$ cat src/rtl/lbp_pkg.sv
package lbp_pkg;

  typedef enum logic [2:0] {
    XFER_NONE,
    XFER_PORT_IN,
    XFER_PORT_OUT,
    XFER_LOOP_SILENT,
    XFER_LOOP_SHOWN
  } xfer_mode_e;

endpackage

$ cat src/rtl/lbp_rst_sync.sv
module lbp_rst_sync (
  input  logic clk,
  input  logic rst_n,
  output logic rst_sync_n
);

  logic [1:0] stage_q;

  always_ff @(posedge clk or negedge rst_n) begin
    if (!rst_n) begin
      stage_q <= 2'b00;
    end else begin
      stage_q <= {stage_q[0], 1'b1};
    end
  end

  assign rst_sync_n = stage_q[1];

endmodule

$ cat src/rtl/lbp_fifo.sv
module lbp_fifo #(
  parameter int W     = 32,
  parameter int DEPTH = 16
) (
  input  logic                           clk,
  input  logic                           rst_n,
  input  logic                           push,
  input  logic [W-1:0]                   wdata,
  input  logic                           pop,
  output logic [W-1:0]                   rdata,
  output logic                           full,
  output logic                           empty,
  output logic [$clog2(DEPTH+1)-1:0]     count
);

  localparam int AW = (DEPTH > 1) ? $clog2(DEPTH) : 1;
  localparam int CW = $clog2(DEPTH+1);
  localparam logic [AW-1:0] LAST = AW'(DEPTH-1);

  logic [W-1:0]  mem [DEPTH];
  logic [AW-1:0] wr_ptr_q, wr_ptr_d;
  logic [AW-1:0] rd_ptr_q, rd_ptr_d;
  logic [CW-1:0] cnt_q, cnt_d;
  logic          push_ok, pop_ok;

  assign full    = (cnt_q == CW'(DEPTH));
  assign empty   = (cnt_q == '0);
  assign push_ok = push && !full;
  assign pop_ok  = pop && !empty;

  always_comb begin
    wr_ptr_d = wr_ptr_q;
    rd_ptr_d = rd_ptr_q;
    cnt_d    = cnt_q;
    if (push_ok) begin
      wr_ptr_d = (wr_ptr_q == LAST) ? '0 : wr_ptr_q + 1'b1;
    end
    if (pop_ok) begin
      rd_ptr_d = (rd_ptr_q == LAST) ? '0 : rd_ptr_q + 1'b1;
    end
    case ({push_ok, pop_ok})
      2'b10:   cnt_d = cnt_q + 1'b1;
      2'b01:   cnt_d = cnt_q - 1'b1;
      default: cnt_d = cnt_q;
    endcase
  end

  always_ff @(posedge clk or negedge rst_n) begin
    if (!rst_n) begin
      wr_ptr_q <= '0;
      rd_ptr_q <= '0;
      cnt_q    <= '0;
    end else begin
      wr_ptr_q <= wr_ptr_d;
      rd_ptr_q <= rd_ptr_d;
      cnt_q    <= cnt_d;
    end
  end

  always_ff @(posedge clk) begin
    if (push_ok) begin
      mem[wr_ptr_q] <= wdata;
    end
  end

  assign rdata = mem[rd_ptr_q];
  assign count = cnt_q;

endmodule

$ cat src/rtl/lbp_port_ctrl.sv
module lbp_port_ctrl
  import lbp_pkg::*;
(
  input  logic port_sel_n,
  input  logic port_en,
  input  logic port_dir_wr,
  input  logic loop_sel_n,
  input  logic ob_empty,
  input  logic ib_full,
  output logic ob_pop,
  output logic ib_push,
  output logic ib_from_loop,
  output logic port_oe
);

  xfer_mode_e mode;
  logic       qualified;

  assign qualified = !port_sel_n && port_en;

  always_comb begin
    if (!qualified) begin
      mode = XFER_NONE;
    end else if (loop_sel_n) begin
      mode = port_dir_wr ? XFER_PORT_IN : XFER_PORT_OUT;
    end else begin
      mode = port_dir_wr ? XFER_LOOP_SILENT : XFER_LOOP_SHOWN;
    end
  end

  always_comb begin
    ob_pop  = 1'b0;
    ib_push = 1'b0;
    port_oe = 1'b0;
    case (mode)
      XFER_PORT_IN: begin
        ib_push = !ib_full;
      end
      XFER_PORT_OUT: begin
        ob_pop  = !ob_empty;
        port_oe = !ob_empty;
      end
      XFER_LOOP_SILENT: begin
        ob_pop  = !ob_empty && !ib_full;
        ib_push = !ob_empty && !ib_full;
      end
      XFER_LOOP_SHOWN: begin
        ob_pop  = !ob_empty;
        port_oe = !ob_empty;
        ib_push = !ob_empty && !ib_full;
      end
      default: begin
        ob_pop  = 1'b0;
        ib_push = 1'b0;
        port_oe = 1'b0;
      end
    endcase
  end

  assign ib_from_loop = !loop_sel_n;

endmodule

$ cat src/rtl/lbp_loop_port.sv
module lbp_loop_port #(
  parameter int W        = 32,
  parameter int IB_DEPTH = 16,
  parameter int OB_DEPTH = 16
) (
  input  logic                              clk,
  input  logic                              rst_n,
  input  logic                              port_sel_n,
  input  logic                              port_en,
  input  logic                              port_dir_wr,
  input  logic                              loop_sel_n,
  input  logic [W-1:0]                      port_din,
  output logic [W-1:0]                      port_dout,
  output logic                              port_oe,
  input  logic                              ob_wr_en,
  input  logic [W-1:0]                      ob_wr_data,
  output logic                              ob_full,
  output logic [$clog2(OB_DEPTH+1)-1:0]     ob_count,
  input  logic                              ib_rd_en,
  output logic [W-1:0]                      ib_rd_data,
  output logic                              ib_empty,
  output logic [$clog2(IB_DEPTH+1)-1:0]     ib_count
);

  logic         rst_sync_n;
  logic         ob_pop, ob_empty;
  logic         ib_push, ib_full, ib_from_loop;
  logic [W-1:0] ob_head;
  logic [W-1:0] ib_wdata;

  lbp_rst_sync u_rst_sync (
    .clk        (clk),
    .rst_n      (rst_n),
    .rst_sync_n (rst_sync_n)
  );

  lbp_port_ctrl u_ctrl (
    .port_sel_n   (port_sel_n),
    .port_en      (port_en),
    .port_dir_wr  (port_dir_wr),
    .loop_sel_n   (loop_sel_n),
    .ob_empty     (ob_empty),
    .ib_full      (ib_full),
    .ob_pop       (ob_pop),
    .ib_push      (ib_push),
    .ib_from_loop (ib_from_loop),
    .port_oe      (port_oe)
  );

  lbp_fifo #(.W(W), .DEPTH(OB_DEPTH)) u_ob_fifo (
    .clk   (clk),
    .rst_n (rst_sync_n),
    .push  (ob_wr_en),
    .wdata (ob_wr_data),
    .pop   (ob_pop),
    .rdata (ob_head),
    .full  (ob_full),
    .empty (ob_empty),
    .count (ob_count)
  );

  assign ib_wdata = ib_from_loop ? ob_head : port_din;

  lbp_fifo #(.W(W), .DEPTH(IB_DEPTH)) u_ib_fifo (
    .clk   (clk),
    .rst_n (rst_sync_n),
    .push  (ib_push),
    .wdata (ib_wdata),
    .pop   (ib_rd_en),
    .rdata (ib_rd_data),
    .full  (ib_full),
    .empty (ib_empty),
    .count (ib_count)
  );

  assign port_dout = port_oe ? ob_head : '0;

endmodule

$ cat config.mk
export PLATFORM = sky130hd
export DESIGN_NAME = lbp_loop_port
export DESIGN_NICKNAME = d
export VERILOG_FILES = /design/src/rtl/lbp_pkg.sv /design/src/rtl/lbp_rst_sync.sv /design/src/rtl/lbp_fifo.sv /design/src/rtl/lbp_port_ctrl.sv /design/src/rtl/lbp_loop_port.sv
export SDC_FILE = /design/constraint.sdc
export NUM_CORES = 1
export LEC_CHECK = 0
export ABC_CLOCK_PERIOD_IN_PS = 3300
export BUFFER_PORTS_ARGS = -buffer_cell sky130_fd_sc_hd__buf_2
export CAP_MARGIN = 20
export CORE_UTILIZATION = 45
export DETAILED_ROUTE_END_ITERATION = 8
export PLACE_DENSITY = 0.65
export SYNTH_ARGS = -nofsm -noshare
export SYNTH_HDL_FRONTEND = slang
export SYNTH_SLANG_ARGS = --single-unit
$ cat constraint.sdc
create_clock -name clk -period 3.3 [get_ports clk]
set_input_delay 0.66 -clock clk [delete_from_list [all_inputs] [get_ports clk]]
set_output_delay 0.66 -clock clk [all_outputs]
set_load 0.01 [all_outputs]
==> summary.txt, run 1 <==
GRT
  – First-pass GRT wire length: 150000 um
  – Vias in the first global route: 22600
  – Global route overflow: 0
  – Largest net degree at the start of global routing: 41
  – Initial antenna violation count: 11
  – GRT Util Overall: 0.221

Synthesis
  – Post-Synthesis Cells: 2122
  – Largest family of logic cells by synthesized area: multiplexers
  – EDFF count, synth: 1024
  – Post-synthesis compound-gate area fraction: 0.0516
  – FF+latch count, synth: 1052
  – Syn. warnings: 0
  – Mux contribution to synthesized area: 0.143
  – Synth Area in Adders: 0.00672
  – Synth Flop Type: edfxtp_1
  – Syn_nets: 2215
  – XOR/XNOR Fraction of Synth Area: 0.00275
  – Mean Syn Cell Area: 19.5 um2
  – Fraction of registers with async set/reset: 0.0266
  – Seq/Total Area, Yosys: 0.761
  – Unique masters post-synth: 49
  – Post-Synth Simple-Gate Area: 0.0183
  – Synthesized area: 0.0413 mm2

Routing
  – DRC errors left: 0
  – DR vias: 22300
  – WL final: 106000 um
  – Drt pass-1 iters: 6
  – WL/cell: 28.2 um
  – Remaining antenna violation count: 0
  – Vias/cell: 5.92
  – DR iter-0 viols: 2114

Worst setup path
  – Kind of critical path: reg2out
  – Endpoint class of the critical path: output pin
  – Critical R2R Capture: u_ib_fifo.mem[14][9]
  – Critical path's slowest cell: dfrtp_4
  – R2R Setup Slk: 160 ps
  – Critical path, cell by cell: buf_12 > buf_12 > buf_12 > mux4_2 > mux2_4 > a22oi_2 > nor2_1 > buf_2
  – R2r startpoint: u_ob_fifo.rd_ptr_q[0]
  – Critical Path Source Type: register
  – Crit Path Max Fanout: 6
  – Top Family by Delay on Critical Path: multiplexers
  – Crit path top cell by count: buf_12
  – WP data arrival: 2950 ps
  – Slowest Stage Delay on Critical Path: 550 ps
  – Critical path startpoint: u_ob_fifo.rd_ptr_q[0]
  – R2R depth: 7
  – Worst Path Required: 2640 ps
  – Crit path buffers/inverters: 4

Clocking
  – Clk sink count: 1052
  – H-tree levels: 3
  – Max Root-Sink Buffers: 3
  – Num CTS Buffers: 103
  – Reg clk slew, reported paths: 70 ps
  – CTS tree: built
  – CTS root buf: clkbuf_16
  – Worst skew pair latency: 660 ps

Floorplanning
  – Die Span X: 305 um
  – Die area: 0.0931 mm2
  – Die H: 305 um
  – CORE AREA: 0.0904 mm2
  – # IOs: 149
  – Initial core utilization: 0.457
  – Std-Cell Rows: 110

Placement
  – Cell Area, Placed: 0.0449 mm2
  – Final HPWL DP: 57700 um
  – Port Buffers: 148
  – Routability cong.: 0.789
  – Dpl ws: 3.56 ps

STA
  – Rel. slew slack: 0.289
  – Worst slew pin tran: 1070 ps
  – Setup total negative slack: -4840 ps
  – Setup WS post-layout: -308 ps
  – Slew Limit Fails: 0
  – Skew final: 28.2 ps
  – Final setup viols: 32
  – Final period util: 1.09
  – Final min period: 3610 ps
  – RSZ-0062 raised after global routing: yes
  – Fmax: 277 MHz
  – Final-report hold violation count: 0

Finish
  – Final Cell Area: 0.0507 mm2
  – Share of cells above drive strength 1: 0.343
  – Syn-to-layout area delta: 22.7%
  – Final #Nets: 2602

Run status
  – Failing checks: negative setup slack
  – Run status: finished, violations left

Pwr
  – Leak pwr: 17.5 nW
  – P per Cell Area: 912 mW/mm2
  – Peak supply drop: 417 uV

Job
  – Maxcap violations: 0

Hold path
  – Min-Delay Path Class: reg2async
## cell usage in the layout, fill, tap and decap left out, types with 5 or more instances in the layout
cell        count
mux4_2        128
mux2_4         25
a222oi_1       32
buf_2         139
edfxtp_1     1024
a21oi_1        66
ha_1           17
a221oi_1       22
clkbuf_16     120
buf_12         60
a21o_1          5
buf_8          10
mux2i_1       256
nor2_2         13
bufinv_16       9
o21ai_1         5
o21ai_0        35
a22oi_2        44
and3_2         13
clkinv_1       17
nor2_4         17
nand2_1        39
nor2b_1         5
nand2_2         6
buf_4         131
inv_1          14
dfrtp_1        22
clkinv_2       21
clkinvlp_4      5
a22oi_1        20
nor2_1         53
clkbuf_1       24
buf_16         16
xnor2_1        10
buf_6          32
a21oi_2         6
mux2_2         15
a221oi_2       42
## registers in the layout, summed over array words and instances (netlist names)
register and cells:
u_ob_fifo.count 5, u_ib_fifo.rd_ptr_q 4, u_rst_sync.stage_q 2, u_ob_fifo.mem 512, u_ib_fifo.mem 512, u_ib_fifo.wr_ptr_q 4, u_ib_fifo.count 5, u_ob_fifo.wr_ptr_q 4
u_ob_fifo.rd_ptr_q 4
## per-layer routing
layer,vias up,track usage,wire length [um]
met5,-,0,102
met3,195,0.0375,7170
met4,16,0.0691,2710
met1,11700,0.285,41700
li1,9536,-,-
met2,864,0.383,54400
## layout make-up
class / instances / area (um2)
repair buffers: 406 / 4300
clock buffers: 131 / 2770
flip-flops and latches: 1052 / 31500
well taps: 1176 / 1470
multi-input cells: 931 / 10100
fillers: 6636 / 39700
inverters: 15 / 56.3
clock inverters: 55 / 520
diodes: 1 / 2.50
## how the worst max path moves through the flow
stage,cells past startpoint,end,slack [ps]
after CTS,7,port_dout[9],-280
after global routing,8,port_dout[25],-380
final,8,port_dout[25],-310
after floorplan,15,u_ib_fifo.count[4],10
after detailed placement,6,u_ib_fifo.mem[5][19],4
after global placement,6,u_ib_fifo.mem[0][4],90
## worst register-to-register path, cell delays in order, from the launching register on
cell and delay [ps]:
dfrtp_4 580, buf_12 180, nor2b_4 140, buf_12 160, buf_6 140, a222oi_1 440
a22oi_2 260, a21oi_1 880
## power by group
part / internal (mW) / switching [mW] / total [mW]
Clock: 6.62 / 4.86 / 11.5
Sequential: 16.4 / 0.554 / 16.9
Combinational: 8.41 / 9.41 / 17.8
## metrics by stage
step                hold WS (ps)   util  cells  total power, mW
floorplan                    331      -   2122             25.4
global placement             291  0.496   3459             30.5
detailed placement           313  0.496   3459             30.8
CTS                          281  0.549   3712             44.8
global route                 322  0.561   3766             47.9
finish                       296  0.561   3767             46.2
## kinds of logic after synthesis
| group | after synthesis |
|---|---|
| AOI/OAI and AO/OA | 296 |
| xor gates and xnor gates | 13 |
| adders and majority gates | 21 |
| buffers and inverters | 140 |
| DFF | 1052 |
| muxes | 426 |
| other | 1 |
| and+or+nand+nor | 173 |
## timing repair
item,in CTS,in global routing
gates resized for setup,143,103
cloned,14,14
endpoints found under the setup margin,112,124
buffers inserted,56,32
hold buffers,1,0
hold endpoints to repair,2,0
pin swaps,53,66
## synthesized netlist by cell type, types with 3 or more instances
master	number	area [um2]
a222oi_1	32	320
nand2_1	45	169
a22oi_1	64	480
nor2b_1	8	50.1
ha_1	19	238
xor2_1	3	26.3
mux4_2	128	2880
buf_6	8	90.1
buf_1	5	18.8
and3_1	14	87.6
buf_4	12	90.1
a221oi_1	64	561
a21oi_1	72	360
xnor2_1	10	87.6
nor2_1	83	312
edfxtp_1	1024	30700
mux2i_1	258	2580
nand3_1	4	20.0
o21ai_0	39	195
mux2_2	40	450
a21o_1	5	37.5
buf_2	36	180
o211ai_1	3	22.5
dfrtp_1	28	701
clkbuf_1	63	236
and2_1	7	43.8
nor3_1	5	25.0
inv_1	15	56.3
(Power assumes the default switching activity.)
==> inputs of run 2 (changes only) <==
--- a/config.mk
+++ b/config.mk
@@ -8,9 +8,11 @@
 export ABC_CLOCK_PERIOD_IN_PS = 3300
 export BUFFER_PORTS_ARGS = -buffer_cell sky130_fd_sc_hd__buf_2
 export CAP_MARGIN = 20
+export CELL_PAD_IN_SITES_DETAIL_PLACEMENT = 1
+export CELL_PAD_IN_SITES_GLOBAL_PLACEMENT = 1
 export CORE_UTILIZATION = 45
 export DETAILED_ROUTE_END_ITERATION = 8
-export PLACE_DENSITY = 0.65
+export PLACE_DENSITY = 0.72
 export SYNTH_ARGS = -nofsm -noshare
 export SYNTH_HDL_FRONTEND = slang
 export SYNTH_SLANG_ARGS = --single-unit
==> summary.txt, run 2 (synthesis gave the netlist of run 1 again) <==
Routing
  – DR vias: 23000
  – DRC errors left: 0
  – Drt pass-1 iters: 6
  – Remaining antenna violation count: 0
  – WL/cell: 31.5 um
  – DR iter-0 viols: 2079
  – Vias/cell: 6.05
  – WL final: 120000 um

Finish
  – Fill count: 7740
  – Share of cells above drive strength 1: 0.366
  – Multi-input logic area: 0.0105 mm2
  – Final Util: 0.571
  – Commonest non-fill, non-tap cell in the layout: edfxtp_1
  – Most frequent cells in the layout: edfxtp_1, mux2i_1, buf_2, mux4_2
  – Syn-to-layout area delta: 25.0%
  – Final #Nets: 2619
  – Largest regs: u_ib_fifo.mem (512), u_ob_fifo.mem (512)
  – Final Cell Area: 0.0517 mm2
  – Non-Filler Instances: 3797
  – Sequential Area: 0.0315 mm2

Clocking
  – CTS root buf: clkbuf_16
  – Worst skew pair latency: 700 ps
  – Max Root-Sink Buffers: 3
  – H-tree levels: 3
  – CTS tree: built
  – Num CTS Buffers: 107
  – Clk sink count: 1052
  – Reg clk slew, reported paths: 60 ps

Worst setup path
  – Slowest Stage Delay on Critical Path: 530 ps
  – WP data arrival: 2970 ps
  – R2R depth: 7
  – Critical path, cell by cell: buf_8 > buf_16 > buf_12 > mux4_2 > mux2_4 > a22oi_2 > nor2_1 > buf_2
  – Kind of critical path: reg2out
  – Crit Path Max Fanout: 8
  – Endpoint class of the critical path: output pin
  – Critical path's slowest cell: dfrtp_4
  – Worst Path Required: 2640 ps
  – Critical Path Source Type: register

STA
  – Final-report hold violation count: 0
  – Rel. slew slack: 0.195
  – Worst slew pin tran: 1210 ps
  – WHS: 205 ps
  – Slew Limit Fails: 0
  – RSZ-0062 raised after global routing: yes
  – Skew final: 28.3 ps
  – Final setup viols: 40
  – Setup WS post-layout: -328 ps
  – Setup total negative slack: -7540 ps
  – Final period util: 1.10
  – Final min period: 3630 ps
  – Fmax: 276 MHz

Run status
  – Run status: finished, violations left
  – Failing checks: negative setup slack

Floorplanning
  – Die area: 0.0931 mm2
  – # IOs: 149
  – Initial core utilization: 0.457
  – Die Span X: 305 um
  – Die H: 305 um
  – CORE AREA: 0.0904 mm2
  – Std-Cell Rows: 110

Hold path
  – Min-Delay Path Class: reg2async

Pwr
  – P per Cell Area: 941 mW/mm2
  – Gate power share: 0.397
  – Total Power: 48.6 mW
  – Reg power frac: 0.349
  – Peak supply drop: 557 uV
  – Sw Share: 0.331
  – Internal power: 32.6 mW
  – P_sw: 16.1 mW
  – Leak pwr: 17.8 nW
  – Clock share of power: 0.254

Placement
  – Routability cong.: 0.783
  – Dpl ws: -25.2 ps
  – Port Buffers: 148
  – Cell Area, Placed: 0.0449 mm2
  – Final HPWL DP: 62400 um
  – Placed cells: 3451

Job
  – Maxcap violations: 0

GRT
  – Global route overflow: 0
  – First-pass GRT wire length: 163000 um
  – Initial antenna violation count: 7
  – Vias in the first global route: 23900
  – Largest net degree at the start of global routing: 65
  – GRT Util Overall: 0.240
-- run 2: what timing repair did --
action / CTS / global route
cloned: 11 / 20
hold buffers: 1 / 0
endpoints found under the setup margin: 128 / 92
endpoints found under the hold margin: 2 / 0
pin swaps: 70 / 117
buffers inserted: 47 / 55
gates resized for setup: 169 / 184
-- run 2: area by class of cell --
type,count,area share
inverters,15,0.00116
diodes,6,0.000291
repair buffers,420,0.0901
flip-flops and latches,1052,0.609
well taps,1176,0.0285
clock inverters,66,0.0140
multi-input cells,930,0.203
clock buffers,132,0.0540
-- run 2: metal layers --
layer | vias up | GRT usage | wire (um)
li1 | 9600 | - | -
met2 | 876 | 0.425 | 62900
met5 | - | 0 | 48
met1 | 12300 | 0.306 | 47300
met3 | 194 | 0.0357 | 6270
met4 | 8 | 0.0705 | 3160
-- run 2: worst paths after layout --
kind / from / to / slack, ps
worst min register to register: u_rst_sync.stage_q[1] / u_ob_fifo.count[4] / 210
max in group asynchronous: u_rst_sync.stage_q[1] / u_ib_fifo.rd_ptr_q[0] / 2450
worst max register to register: u_ob_fifo.rd_ptr_q[1] / u_ib_fifo.mem[15][21] / 10
worst min-delay path: u_rst_sync.stage_q[1] / u_ob_fifo.count[4] / 210
worst max-delay path: u_ob_fifo.rd_ptr_q[0] / port_dout[9] / -330
min in group clk: ib_rd_en / u_ib_fifo.rd_ptr_q[3] / 320
-- run 2: power by group through the flow --
stage / registers [mW] / logic, mW / clock network, mW
2_1_floorplan: 17.0 / 8.41 / 0
3_3_place_gp: 17.3 / 13.3 / 0
3_5_place_dp: 17.4 / 13.7 / 0
4_1_cts: 17.0 / 16.4 / 12.4
5_1_grt: 17.0 / 20.1 / 12.9
6_report: 17.0 / 19.3 / 12.4
-- run 2: worst max-delay path: cells and delay by family, from the launching register on --
kind	cells	cell delay [ps]
compound gates	1	260
buf+inv	4	580
flops	1	530
mux	2	780
simple gates	1	100
==> inputs of run 3 (changes only) <==
--- a/config.mk
+++ b/config.mk
@@ -10,7 +10,9 @@
 export CAP_MARGIN = 20
 export CELL_PAD_IN_SITES_DETAIL_PLACEMENT = 1
 export CELL_PAD_IN_SITES_GLOBAL_PLACEMENT = 1
+export CORE_ASPECT_RATIO = 1.5
 export CORE_UTILIZATION = 45
+export CTS_BUF_LIST = sky130_fd_sc_hd__clkbuf_2 sky130_fd_sc_hd__clkbuf_4 sky130_fd_sc_hd__clkbuf_8
 export DETAILED_ROUTE_END_ITERATION = 8
 export PLACE_DENSITY = 0.72
 export SYNTH_ARGS = -nofsm -noshare
==> summary.txt, run 3 (synthesis gave the netlist of run 1 again) <==
Worst setup path
  – WP data arrival: 3100 ps
  – Slowest Stage Delay on Critical Path: 520 ps
  – Critical path, cell by cell: buf_12 > buf_6 > nor2b_4 > buf_12 > buf_16 > a222oi_1 > a22oi_2 > nor2_1 > buf_2
  – Top Family by Delay on Critical Path: compound AO/OA/AOI/OAI gates
  – Endpoint class of the critical path: output pin
  – Kind of critical path: reg2out
  – Worst Path Required: 2640 ps
  – Critical Path Source Type: register
  – Critical path's slowest cell: a222oi_1
  – Crit path buffers/inverters: 5
  – Crit path top cell by count: buf_12
  – Crit Path Max Fanout: 8

Floorplanning
  – CORE AREA: 0.0907 mm2
  – Die Span X: 249 um
  – Std-Cell Rows: 135
  – Initial core utilization: 0.456
  – Die H: 373 um
  – Die area: 0.0931 mm2
  – # IOs: 149

Routing
  – WL final: 125000 um
  – Drt pass-1 iters: 8
  – DR iter-0 viols: 2103
  – DRC errors left: 0
  – Vias/cell: 6.07
  – Remaining antenna violation count: 0
  – DR vias: 23600
  – WL/cell: 32.2 um

Finish
  – Multi-input logic area: 0.0107 mm2
  – Final Cell Area: 0.0515 mm2
  – Share of cells above drive strength 1: 0.399
  – Sequential Area: 0.0315 mm2
  – Fill count: 7897
  – Final Util: 0.568
  – Most frequent cells in the layout: edfxtp_1, mux2i_1, clkbuf_8, buf_4, buf_2
  – Syn-to-layout area delta: 24.6%
  – Largest regs: u_ib_fifo.mem (512), u_ob_fifo.mem (512)
  – Final #Nets: 2697
  – Commonest non-fill, non-tap cell in the layout: edfxtp_1

Clocking
  – Worst skew pair latency: 870 ps
  – Max Root-Sink Buffers: 3
  – Clk sink count: 1052
  – CTS root buf: clkbuf_8
  – CTS tree: built
  – Num CTS Buffers: 152
  – Reg clk slew, reported paths: 60 ps
  – H-tree levels: 4

STA
  – Setup WS post-layout: -462 ps
  – Fmax: 266 MHz
  – Final setup viols: 64
  – Slew Limit Fails: 0
  – Final period util: 1.14
  – Setup total negative slack: -16610 ps
  – RSZ-0062 raised after global routing: yes
  – Final-report hold violation count: 0
  – Worst slew pin tran: 1020 ps
  – Final min period: 3760 ps
  – Rel. slew slack: 0.322
  – Skew final: 39.3 ps

Pwr
  – Peak supply drop: 484 uV
  – P per Cell Area: 918 mW/mm2
  – Leak pwr: 17.8 nW

Placement
  – Port Buffers: 148
  – Cell Area, Placed: 0.0448 mm2
  – Routability cong.: 0.807
  – Final HPWL DP: 65400 um

Job
  – Maxcap violations: 0

Run status
  – Run status: finished, violations left
  – Failing checks: negative setup slack

GRT
  – Initial antenna violation count: 9
  – GRT Util Overall: 0.268
  – Vias in the first global route: 25700
  – Global route overflow: 0
  – Largest net degree at the start of global routing: 65
  – First-pass GRT wire length: 178000 um

Hold path
  – Min-Delay Path Class: in2async
-- run 3: changes by cell type in the layout (fill, tap and decap cells not counted), sizes merged --
cell and delta:
buf +48, bufbuf -2, bufinv -12, clkbuf +50
clkinv +18, clkinvlp -1, diode -2, inv +5
nor2b +1
-- run 3: layer usage --
layer | global-route usage | up-vias | part of all wire | wire length [um]
met5 | 0 | - | 0.00018 | 22
met4 | 0.130 | 4 | 0.046 | 5830
met3 | 0.0463 | 296 | 0.052 | 6460
met2 | 0.488 | 986 | 0.54 | 67900
met1 | 0.301 | 12600 | 0.36 | 45200
li1 | - | 9743 | - | -
-- run 3: report_power, final --
group	total (mW)	switching (mW)	internal [mW]
Clock	10.3	5.16	5.12
Combinational	20.1	10.7	9.37
Sequential	16.9	0.538	16.4
-- run 3: final cells by class --
class                   count  share of cell area
diodes                      4            0.000194
clock buffers             196              0.0475
clock inverters            76             0.00892
inverters                  15             0.00109
multi-input cells         931               0.208
flip-flops and latches   1052               0.611
well taps                1164              0.0283
repair buffers            452              0.0951
-- run 3: final timing paths --
kind	cells past startpoint	to	from	slack [ps]
min in group clk	1	u_ob_fifo.mem[9][27]	ob_wr_data[27]	170
worst min-delay path	2	u_rst_sync.stage_q[1]	rst_n	120
max in group asynchronous	1	u_ib_fifo.rd_ptr_q[1]	u_rst_sync.stage_q[1]	2170
worst max-delay path	9	port_dout[22]	u_ob_fifo.rd_ptr_q[0]	-460
worst min register to register	0	u_rst_sync.stage_q[1]	u_rst_sync.stage_q[0]	350
worst max register to register	10	u_ib_fifo.mem[15][2]	u_ob_fifo.rd_ptr_q[0]	170
-- run 3: metrics by stage --
stage / total power [mW] / hold WS [ps] / setup slack (ps) / std cells
finish: 47.3 / 125 / -462 / 3890
CTS: 46.0 / 48.0 / -507 / 3841
detailed placement: 31.0 / 336 / 13.9 / 3448
floorplan: 25.4 / 331 / 12.4 / 2122
global placement: 30.4 / 339 / 65.0 / 3447
global route: 48.7 / 121 / -520 / 3888
-- run 3: repair_timing --
item | 4_1_cts | 5_1_grt
hold buffers | 1 | 0
gates cloned | 31 | 4
gates resized for setup | 301 | 108
pin swaps | 133 | 130
hold endpoints to repair | 2 | 0
setup endpoints to repair | 65 | 113
setup buffers | 91 | 45
